==> config.mk <==
export PLATFORM = sky130hd
export DESIGN_NAME = edge_irq_ctrl
export DESIGN_NICKNAME = d
export VERILOG_FILES = /design/src/rtl/eic_pkg.sv /design/src/rtl/eic_sync_edge.sv /design/src/rtl/eic_regs.sv /design/src/rtl/eic_pending.sv /design/src/rtl/edge_irq_ctrl.sv
export SDC_FILE = /design/constraint.sdc
export NUM_CORES = 1
export LEC_CHECK = 0
export BUFFER_PORTS_ARGS = -buffer_cell sky130_fd_sc_hd__buf_2
export CAP_MARGIN = 25
export CORE_MARGIN = 2
export CORE_UTILIZATION = 49
export CTS_CLUSTER_DIAMETER = 60
export DETAILED_ROUTE_END_ITERATION = 8
export HOLD_SLACK_MARGIN = 0.15
export PLACE_DENSITY_LB_ADDON = 0.1
export SLEW_MARGIN = 20
export SYNTH_ARGS = -nofsm -noshare
export SYNTH_HDL_FRONTEND = slang
export SYNTH_SLANG_ARGS = --single-unit
==> constraint.sdc <==
create_clock -name clk -period 2.15 [get_ports clk]
set_input_delay 0.215 -clock clk [delete_from_list [all_inputs] [get_ports clk]]
set_output_delay 0.215 -clock clk [all_outputs]
set_load 0.01 [all_outputs]
==> src/rtl/eic_pkg.sv <==
package eic_pkg;
   // Register byte offsets; bit i of each register belongs to line i.
   localparam int unsigned OFF_RISE_EN = 'h00;
   localparam int unsigned OFF_FALL_EN = 'h04;
   localparam int unsigned OFF_MASK    = 'h08;
   localparam int unsigned OFF_SWTRIG  = 'h30;
   localparam int unsigned OFF_RPEND   = 'h34;
   localparam int unsigned OFF_FPEND   = 'h38;
   localparam int unsigned DATA_W      = 32;

   typedef enum logic [2:0] {
      SEL_NONE,
      SEL_RISE_EN,
      SEL_FALL_EN,
      SEL_MASK,
      SEL_SWTRIG,
      SEL_RPEND,
      SEL_FPEND
   } reg_sel_e;
endpackage

==> src/rtl/eic_sync_edge.sv <==
module eic_sync_edge #(
   parameter int unsigned STAGES = 2
) (
   input  logic clk,
   input  logic rst_n,
   input  logic async_in,
   output logic rise_o,
   output logic fall_o
);
   generate
      if (STAGES < 2) begin : g_bad_stages
         $error("eic_sync_edge: STAGES must be at least 2");
      end
   endgenerate

   logic [STAGES-1:0] chain_q;
   logic              prev_q;
   logic              level;

   always_ff @(posedge clk or negedge rst_n) begin
      if (!rst_n) begin
         chain_q <= '0;
         prev_q  <= 1'b0;
      end else begin
         chain_q <= {chain_q[STAGES-2:0], async_in};
         prev_q  <= chain_q[STAGES-1];
      end
   end

   assign level  = chain_q[STAGES-1];
   assign rise_o = level & ~prev_q;
   assign fall_o = ~level & prev_q;
endmodule

==> src/rtl/eic_regs.sv <==
module eic_regs #(
   parameter int unsigned NUM_LINES = 4
) (
   input  logic                 clk,
   input  logic                 rst_n,
   input  eic_pkg::reg_sel_e    sel,
   input  logic                 we,
   input  logic [NUM_LINES-1:0] wdata,
   output logic [NUM_LINES-1:0] rise_en_o,
   output logic [NUM_LINES-1:0] fall_en_o,
   output logic [NUM_LINES-1:0] mask_o,
   output logic [NUM_LINES-1:0] sw_pulse_o,
   output logic                 cfg_wr_o
);
   import eic_pkg::*;

   logic [NUM_LINES-1:0] rise_en_q, fall_en_q, mask_q, sw_q;

   always_ff @(posedge clk or negedge rst_n) begin
      if (!rst_n) begin
         rise_en_q <= '0;
         fall_en_q <= '0;
         mask_q    <= '0;
         sw_q      <= '0;
      end else begin
         // Trigger bits live for exactly one cycle after the write.
         sw_q <= (we && sel == SEL_SWTRIG) ? wdata : '0;
         if (we && sel == SEL_RISE_EN) rise_en_q <= wdata;
         if (we && sel == SEL_FALL_EN) fall_en_q <= wdata;
         if (we && sel == SEL_MASK)    mask_q    <= wdata;
      end
   end

   assign rise_en_o  = rise_en_q;
   assign fall_en_o  = fall_en_q;
   assign mask_o     = mask_q;
   assign sw_pulse_o = sw_q;
   assign cfg_wr_o   = we && (sel == SEL_RISE_EN || sel == SEL_FALL_EN);
endmodule

==> src/rtl/eic_pending.sv <==
module eic_pending #(
   parameter int unsigned NUM_LINES = 4
) (
   input  logic                 clk,
   input  logic                 rst_n,
   input  logic [NUM_LINES-1:0] set_i,
   input  logic [NUM_LINES-1:0] clr_i,
   output logic [NUM_LINES-1:0] pend_o
);
   logic [NUM_LINES-1:0] pend_q;

   generate
      for (genvar i = 0; i < NUM_LINES; i++) begin : g_bit
         always_ff @(posedge clk or negedge rst_n) begin
            if (!rst_n)         pend_q[i] <= 1'b0;
            else if (set_i[i])  pend_q[i] <= 1'b1;
            else if (clr_i[i])  pend_q[i] <= 1'b0;
         end
      end
   endgenerate

   assign pend_o = pend_q;
endmodule

==> src/rtl/edge_irq_ctrl.sv <==
module edge_irq_ctrl #(
   parameter int unsigned NUM_LINES   = 4,
   parameter int unsigned ADDR_W      = 8,
   parameter int unsigned SYNC_STAGES = 2
) (
   input  logic                 clk,
   input  logic                 rst_n,
   input  logic [NUM_LINES-1:0] ev_in,
   input  logic [ADDR_W-1:0]    bus_addr,
   input  logic                 bus_we,
   input  logic [31:0]          bus_wdata,
   output logic [31:0]          bus_rdata,
   output logic [NUM_LINES-1:0] irq_out
);
   import eic_pkg::*;

   localparam int unsigned PAD_W = DATA_W - NUM_LINES;

   generate
      if (NUM_LINES < 1 || NUM_LINES > 32) begin : g_bad_lines
         $error("edge_irq_ctrl: NUM_LINES must be within 1..32");
      end
      if (ADDR_W < 6) begin : g_bad_addr
         $error("edge_irq_ctrl: ADDR_W must reach offset 0x38");
      end
   endgenerate

   reg_sel_e             sel;
   logic [NUM_LINES-1:0] wdata_l;
   logic [NUM_LINES-1:0] rise_det, fall_det;
   logic [NUM_LINES-1:0] rise_en, fall_en, mask_q, sw_pulse;
   logic                 cfg_wr;
   logic [NUM_LINES-1:0] rise_set, fall_set, rise_clr, fall_clr;
   logic [NUM_LINES-1:0] rise_pend_q, fall_pend_q;
   logic [NUM_LINES-1:0] rd_lines;

   assign wdata_l = bus_wdata[NUM_LINES-1:0];

   generate
      if (NUM_LINES < 32) begin : g_unused
         logic unused_hi;
         assign unused_hi = ^bus_wdata[31:NUM_LINES];
      end
   endgenerate

   // Address decode
   always_comb begin
      sel = SEL_NONE;
      if      (bus_addr == ADDR_W'(OFF_RISE_EN)) sel = SEL_RISE_EN;
      else if (bus_addr == ADDR_W'(OFF_FALL_EN)) sel = SEL_FALL_EN;
      else if (bus_addr == ADDR_W'(OFF_MASK))    sel = SEL_MASK;
      else if (bus_addr == ADDR_W'(OFF_SWTRIG))  sel = SEL_SWTRIG;
      else if (bus_addr == ADDR_W'(OFF_RPEND))   sel = SEL_RPEND;
      else if (bus_addr == ADDR_W'(OFF_FPEND))   sel = SEL_FPEND;
   end

   // One synchroniser and edge detector per line
   generate
      for (genvar i = 0; i < NUM_LINES; i++) begin : g_line
         eic_sync_edge #(.STAGES(SYNC_STAGES)) u_sync (
            .clk     (clk),
            .rst_n   (rst_n),
            .async_in(ev_in[i]),
            .rise_o  (rise_det[i]),
            .fall_o  (fall_det[i])
         );
      end
   endgenerate

   eic_regs #(.NUM_LINES(NUM_LINES)) u_regs (
      .clk       (clk),
      .rst_n     (rst_n),
      .sel       (sel),
      .we        (bus_we),
      .wdata     (wdata_l),
      .rise_en_o (rise_en),
      .fall_en_o (fall_en),
      .mask_o    (mask_q),
      .sw_pulse_o(sw_pulse),
      .cfg_wr_o  (cfg_wr)
   );

   // Hardware edges are dropped while the enables are being rewritten;
   // the software pulse is not subject to that guard.
   assign rise_set = (rise_det & rise_en & {NUM_LINES{~cfg_wr}}) | sw_pulse;
   assign fall_set =  fall_det & fall_en & {NUM_LINES{~cfg_wr}};
   assign rise_clr = (bus_we && sel == SEL_RPEND) ? wdata_l : '0;
   assign fall_clr = (bus_we && sel == SEL_FPEND) ? wdata_l : '0;

   eic_pending #(.NUM_LINES(NUM_LINES)) u_rise_pend (
      .clk   (clk),
      .rst_n (rst_n),
      .set_i (rise_set),
      .clr_i (rise_clr),
      .pend_o(rise_pend_q)
   );

   eic_pending #(.NUM_LINES(NUM_LINES)) u_fall_pend (
      .clk   (clk),
      .rst_n (rst_n),
      .set_i (fall_set),
      .clr_i (fall_clr),
      .pend_o(fall_pend_q)
   );

   // Read mux
   always_comb begin
      unique case (sel)
         SEL_RISE_EN: rd_lines = rise_en;
         SEL_FALL_EN: rd_lines = fall_en;
         SEL_MASK:    rd_lines = mask_q;
         SEL_RPEND:   rd_lines = rise_pend_q;
         SEL_FPEND:   rd_lines = fall_pend_q;
         default:     rd_lines = '0;
      endcase
   end

   generate
      if (NUM_LINES < 32) begin : g_pad
         assign bus_rdata = {{PAD_W{1'b0}}, rd_lines};
      end else begin : g_full
         assign bus_rdata = rd_lines;
      end
   endgenerate

   assign irq_out = (rise_pend_q | fall_pend_q) & mask_q;
endmodule

==> results by group, run 1 <==
Floorplanning
  • Die H: between 60 and 70 um
  • Die ar.: roughly 4100 um^2
  • Initial core utilization: 0.521
  • Die W: between 60 and 70 um
  • Top-Level Pins: 83
  • Cell Rows: 21
  • Core area: approximately 3400 um^2

Pwr
  • Final Total Pwr: 0.00142 W
  • Leakage: between 1 and 1.5 nW
  • Worst IR Drop VDD: ~0.34 mV
  • Power density over cell area: approximately 700 nW/um^2

Timing
  • RSZ-0062 raised after global routing: false
  • Clock Skew: about 0.013 ns
  • Worst hold slack: 0.162 ns
  • Final period util: 0.823
  • Fmax: 565 MHz
  • Final Hold Fails: 0
  • Max-slew violation count: 0
  • Final Setup Violations: 0
  • Fin Setup TNS: 0 ns
  • Worst slew pin tran: between 0.7 and 0.8 ns
  • Max_slew headroom: 0.477
  • Post-layout min period: ~1.8 ns

Yosys
  • Top-area cell type share of the netlist area: 0.506
  • Synth Area per Inst: ~12 um^2
  • Yosys warns: 0
  • Synthesized flop and latch total: 36
  • Cells after Synth: between 150 and 200
  • Area leader, netlist: dfrtp_1
  • Register area share after synthesis: 0.506
  • Synth top area cells: dfrtp_1, buf_4, mux2_4, nand2_1, a22oi_1
  • Yosys cell types: 32
  • Synthesized area: roughly 1800 um^2

Global route
  • Vias in the first global route: around 1.2k
  • Largest net degree at the start of global routing: 37
  • Grt ovf: 0
  • Initial antenna violation count: 0
  • Gr usage total: 0.198
  • First-pass GRT wire length: roughly 6.0 mm

CTS
  • Clock slew at reported path FFs: 0.11 ns
  • CTS tree: built
  • CTS Buf Count: 5
  • CTS Root Cell: clkbuf_4
  • Setup bufs post-CTS: 0
  • Clk sinks: 36
  • Clk buf depth: 2
  • Clock latency on the worst-skew pair: around 0.35 ns
  • H-tree lvl count: 2

Finish
  • Post-route cell area: 2030 um^2
  • Post-layout util: 0.593
  • Syn-to-layout area delta: 13.9%
  • Ant. Diodes: 0
  • Share of layout cells above drive strength 1: 0.281
  • Fin nets: 242

Worst setup path
  • R2R Path Start: u_regs.rise_en_o[3]$_DFFE_PN0P_
  • R2R depth: 3
  • Top delay family on crit path: simple AND/OR/NAND/NOR gates
  • CP cell instances: buf_2 > or4b_1 > nor4_1 > a211o_1 > buf_2
  • Crit path max fanout: 5
  • Worst R2R Setup Slack: 1.17 ns
  • Crit start category: input pin
  • Worst setup EP type: output pin
  • Buffers & Inverters on Critical Path: 2
  • Reg-to-reg endpoint: u_rise_pend.pend_o[3]$_DFFE_PN0P_
  • Instance count on the critical path: 5
  • CP startpoint: bus_addr[1]
  • Worst Setup EP: bus_rdata[2]
  • Crit path top cell by count: buf_2
  • Required time worst endpoint: roughly 1.9 ns
  • Critical path class: in2out
  • Max incr delay on CP: around 0.67 ns
  • Worst path slowest cell: or4b_1
  • Critical Path AT: ~1.6 ns

Detailed routing
  • Antenna-violating nets left: 0
  • Drt wl/cell: 14.9 um
  • Post-route DRC: 0
  • Drt pass-1 iters: 4
  • 1st-iter DRT viols: 40
  • Via count: roughly 1.2k
  • Routed wire length: 3.60 mm
  • Vias per cell: 5.10

Outcome
  • Outcome: complete, no violations

Worst hold path
  • Worst hold path type: in2reg

Placed design
  • Placed Area: 1880 um^2
  • GP Congestion: around 0.73
  • Detailed Place HPWL: about 2.5 mm
  • Port Buf Inserts: 26

Run
  • MaxCap Viol Count: 0
## what timing repair did
item | CTS | global route
hold buffers | 7 | 0
resized for setup | 0 | 0
hold endpoints to repair | 42 | 0
## how the worst min path moves through the flow
stage / from / endpoint / cells past startpoint
global route: bus_wdata[3] / u_regs.sw_pulse_o[3]$_DFF_PN0_ / 2
detailed placement: ev_in[3] / g_line[3].u_sync.chain_q[0]$_DFF_PN0_ / 1
floorplan: rst_n / g_line[0].u_sync.chain_q[0]$_DFF_PN0_ / 0
finish: bus_wdata[3] / u_regs.sw_pulse_o[3]$_DFF_PN0_ / 2
CTS: bus_wdata[3] / u_regs.sw_pulse_o[3]$_DFF_PN0_ / 2
global placement: ev_in[0] / g_line[0].u_sync.chain_q[0]$_DFF_PN0_ / 1
## layout by cell type (no fill, tap or decap), types with 5 or more instances in the layout
cell / count
buf_2: 26
clkbuf_4: 5
nor2_1: 10
a22oi_1: 7
dfrtp_1: 36
dlygate4sd3_1: 7
nand2_1: 16
mux2_4: 8
conb_1: 28
## where the power goes
group	internal, W	switching (W)	total, W
Sequential	0.000741	0.0000510	0.000792
Clock	0.000244	0.000224	0.000468
Combinational	0.0000787	0.0000832	0.000162
## synthesized netlist by cell type
library cell  number
nor4_4             1
or4b_1             2
inv_2              1
nor4bb_1           1
o21a_1             4
nand2_1           16
a211o_1            1
nand4bb_1          1
nor4_1             1
buf_4             28
nor3_1             2
a21o_1             3
buf_2              1
nor2_1            10
a22oi_1            7
mux2_2             4
a221o_1            4
conb_1             1
nand3_1            1
dfrtp_1           36
clkbuf_1           1
nand4_1            1
nor3_2             2
inv_1              1
nand2b_1           1
and2_1             4
nor3b_1            1
a22o_1             4
mux2_4             8
o22ai_1            3
or3_4              2
a31oi_1            1
## metal layers
layer,part of all wire,track usage
met5,0,0
met4,0.011,0.0851
met2,0.48,0.315
met3,0.079,0.0511
met1,0.43,0.255
## metrics by stage
step / instances / setup slack [ns]
global route: 242 / 0.256
detailed placement: 227 / 0.239
floorplan: 181 / 0.493
CTS: 242 / 0.346
global placement: 227 / 0.249
finish: 242 / 0.381
## state kept, by name (all words and copies together), names as in the netlist
name / flops
g_line.u_sync.chain_q: 8
g_line.u_sync.prev_q: 4
u_fall_pend.pend_o: 4
u_regs.fall_en_o: 4
u_regs.mask_o: 4
u_regs.rise_en_o: 4
u_regs.sw_pulse_o: 4
u_rise_pend.pend_o: 4
## final cells by class
cell class | count | area, um^2
flip-flops and latches | 36 | 901
clock inverters | 2 | 35.0
repair buffers | 37 | 230
multi-input cells | 113 | 753
clock buffers | 6 | 41.3
well taps | 46 | 57.6
fillers | 292 | 1390
inverters | 2 | 7.51
## cells by family (layout without fill, tap and decap cells)
kind of cell,after synthesis,after routing,share of synthesized area
compound gates,27,27,0.120
buf+inv,32,47,0.127
flops,36,36,0.506
mux,12,12,0.0928
other cells,1,28,0.00211
simple gates,46,46,0.151
Power figures use the tool's default switching activity.
==> inputs of run 2 (changes only) <==
- CORE_UTILIZATION: 49 -> 42
- clock period: 2.15 -> 1.54 ns (I/O delays scaled with it)
==> results by group, run 2 (synthesis results as in run 1) <==
Global route
  • Largest net degree at the start of global routing: 20 (was 37)
  • Vias in the first global route: 1,341 (was 1,238)
  • Grt ovf: 0 (unchanged)
  • Initial antenna violation count: 0 (unchanged)
  • First-pass GRT wire length: 6.32 mm (was 5.96 mm)
  • Gr usage total: 0.169 (was 0.198)

Floorplanning
  • Die ar.: 4770 um^2 (was 4130 um^2)
  • Core area: 4030 um^2 (was 3420 um^2)
  • Die H: 69.1 um (was 64.3 um)
  • Top-Level Pins: 83 (unchanged)
  • Initial core utilization: 0.442 (was 0.521)
  • Die W: 69.1 um (was 64.3 um)
  • Cell Rows: 23 (was 21)

CTS
  • Clk sinks: 36 (unchanged)
  • Clk buf depth: 2 (unchanged)
  • Clock latency on the worst-skew pair: 0.29 ns (was 0.35 ns)
  • Clock slew at reported path FFs: 0.07 ns (was 0.11 ns)
  • CTS Root Cell: clkbuf_8 (was clkbuf_4)
  • CTS tree: built (unchanged)
  • H-tree lvl count: 2 (unchanged)
  • CTS Buf Count: 5 (unchanged)

Finish
  • Non-Filler Instances: 266 (was 242)
  • Fin nets: 263 (was 242)
  • Share of layout cells above drive strength 1: 0.384 (was 0.281)
  • Biggest register: g_line.u_sync.chain_q (unchanged)
  • Most common cell after layout, fill and taps aside: dfrtp_1 (unchanged)
  • Post-layout util: 0.557 (was 0.593)
  • Max reg flops: 8 (unchanged)
  • Syn-to-layout area delta: 26.2% (was 13.9%)
  • Post-route cell area: 2240 um^2 (was 2030 um^2)
  • Ant. Diodes: 0 (unchanged)
  • Most frequent cells in the layout: dfrtp_1, conb_1, buf_2 (unchanged)

Worst hold path
  • Worst Hold Launch: bus_wdata[3] (unchanged)
  • WHS Endpoint: u_regs.sw_pulse_o[3]$_DFF_PN0_ (unchanged)
  • Worst hold path type: in2reg (unchanged)
  • Hold Crit Depth: 2 (unchanged)

Detailed routing
  • 1st-iter DRT viols: 51 (was 40)
  • Antenna-violating nets left: 0 (unchanged)
  • Post-route DRC: 0 (unchanged)
  • Drt pass-1 iters: 4 (unchanged)
  • Via count: 1,289 (was 1,235)
  • Routed wire length: 3.64 mm (was 3.60 mm)
  • Vias per cell: 4.85 (was 5.10)
  • Drt wl/cell: 13.7 um (was 14.9 um)

Timing
  • Final Setup Violations: 1 (was 0)
  • Final worst setup slack: -0.0407 ns (was 0.381 ns)
  • RSZ-0062 raised after global routing: true (was false)
  • Fin Setup TNS: -0.0407 ns (was 0 ns)
  • Post-layout min period: between 1.5 and 2 ns
  • Max-slew violation count: 0 (unchanged)
  • Final period util: 1.03
  • Fmax: 633 MHz
  • Final Hold Fails: 0 (unchanged)
  • Clock Skew: 0.00453 ns (was 0.0133 ns)

Worst setup path
  • Critical path class: reg2out (was in2out)
  • R2R Path Start: u_regs.rise_en_o[0]$_DFFE_PN0P_ (was u_regs.rise_en_o[3]$_DFFE_PN0P_)
  • Worst R2R Setup Slack: 0.57 ns (was 1.17 ns)
  • R2R depth: 3 (unchanged)
  • Crit path max fanout: 2 (was 5)
  • Required time worst endpoint: 1.39 ns (was 1.93 ns)
  • Reg-to-reg endpoint: u_rise_pend.pend_o[0]$_DFFE_PN0P_ (was u_rise_pend.pend_o[3]$_DFFE_PN0P_)
  • Worst setup EP type: output pin (unchanged)
  • Crit start category: flip-flop (was input pin)
  • Critical Path AT: 1.43 ns (was 1.55 ns)

Pwr
  • Leakage: 1.14 nW (was 1.01 nW)
  • Worst IR Drop VDD: 0.535 mV (was 0.339 mV)
  • Power density over cell area: 923 nW/um^2 (was 702 nW/um^2)

Placed design
  • Detailed Place HPWL: 2.71 mm (was 2.54 mm)
  • Dpl ws: -0.155 ns (was 0.239 ns)
  • GP Congestion: 0.815 (was 0.734)
  • Placed insts: 251 (was 227)
  • Placed Area: 2050 um^2 (was 1880 um^2)
  • Port Buf Inserts: 26 (unchanged)

Outcome
  • Failing checks: negative setup slack
  • Outcome: complete, but fails checks (was complete, no violations)

Run
  • MaxCap Viol Count: 0 (unchanged)
==> run 2: changes by cell type in the layout (fill, tap and decap cells not counted), sizes merged <==
| cell | before | now |
|---|---|---|
| dlygate4sd3 | 7 | 5 |
| buf | 30 | 53 |
| clkbuf | 6 | 7 |
| bufinv | 1 | 0 |
| clkinv | 1 | 0 |
==> run 2: layer usage <==
| layer | vias to the layer above | track usage | routed length (um) |
|---|---|---|---|
| met3 | 5 | 0.0395 | 256 |
| li1 | 614 | - | - |
| met4 | 0 | 0.0697 | 57 |
| met1 | 608 | 0.226 | 1660 |
| met5 | - | 0 | 0 |
| met2 | 62 | 0.264 | 1670 |
==> run 2: area by class of cell <==
type | instances | area (um^2)
Sequential cell | 36 | 901
Inverter | 2 | 7.51
Timing Repair Buffer | 58 | 399
Clock buffer | 7 | 96.3
Tap cell | 50 | 62.6
Multi-Input combinational cell | 113 | 778
Fill cell | 365 | 1780
==> run 2: critical path: stages (launching register included) <==
cell	delay, ns
dfrtp_1	0.38
nor3b_2	0.15
a31oi_1	0.17
nor4_2	0.07
a211o_1	0.23
buf_2	0.14
==> run 2: stage by stage <==
step           hold slack, ns  power, W
3_3_place_gp            0.116   0.00135
5_1_grt                 0.169   0.00219
3_5_place_dp            0.123   0.00136
4_1_cts                 0.155   0.00209
6_report                0.155   0.00207
2_1_floorplan          -0.142   0.00129
==> run 2: what timing repair did <==
action / 4_1_cts / 5_1_grt
pin swaps: 4 / 1
hold buffers: 5 / 0
setup endpoints to repair: 4 / 4
buffers inserted: 3 / 0
cloned: 0 / 0
gates resized for setup: 5 / 0
endpoints found under the hold margin: 31 / 0
==> run 2: worst max path at each step <==
stage	from	to	slack, ns	cells after the start
after global routing	u_regs.fall_en_o[2]$_DFFE_PN0P_	bus_rdata[2]	-0.13	5
after CTS	u_regs.fall_en_o[2]$_DFFE_PN0P_	bus_rdata[2]	-0.06	5
after detailed placement	bus_addr[1]	bus_rdata[2]	-0.16	6
after global placement	bus_addr[1]	bus_rdata[2]	-0.16	6
after floorplan	bus_addr[1]	u_regs.mask_o[0]$_DFFE_PN0P_	-0.05	4
final	u_regs.fall_en_o[2]$_DFFE_PN0P_	bus_rdata[2]	-0.04	5
==> run 2: power breakdown <==
| part | switching, W | internal [W] | total, W |
|---|---|---|---|
| clock | 0.000319 | 0.000398 | 0.000717 |
| sequential | 0.0000711 | 0.00104 | 0.00111 |
| combinational | 0.000120 | 0.000128 | 0.000249 |
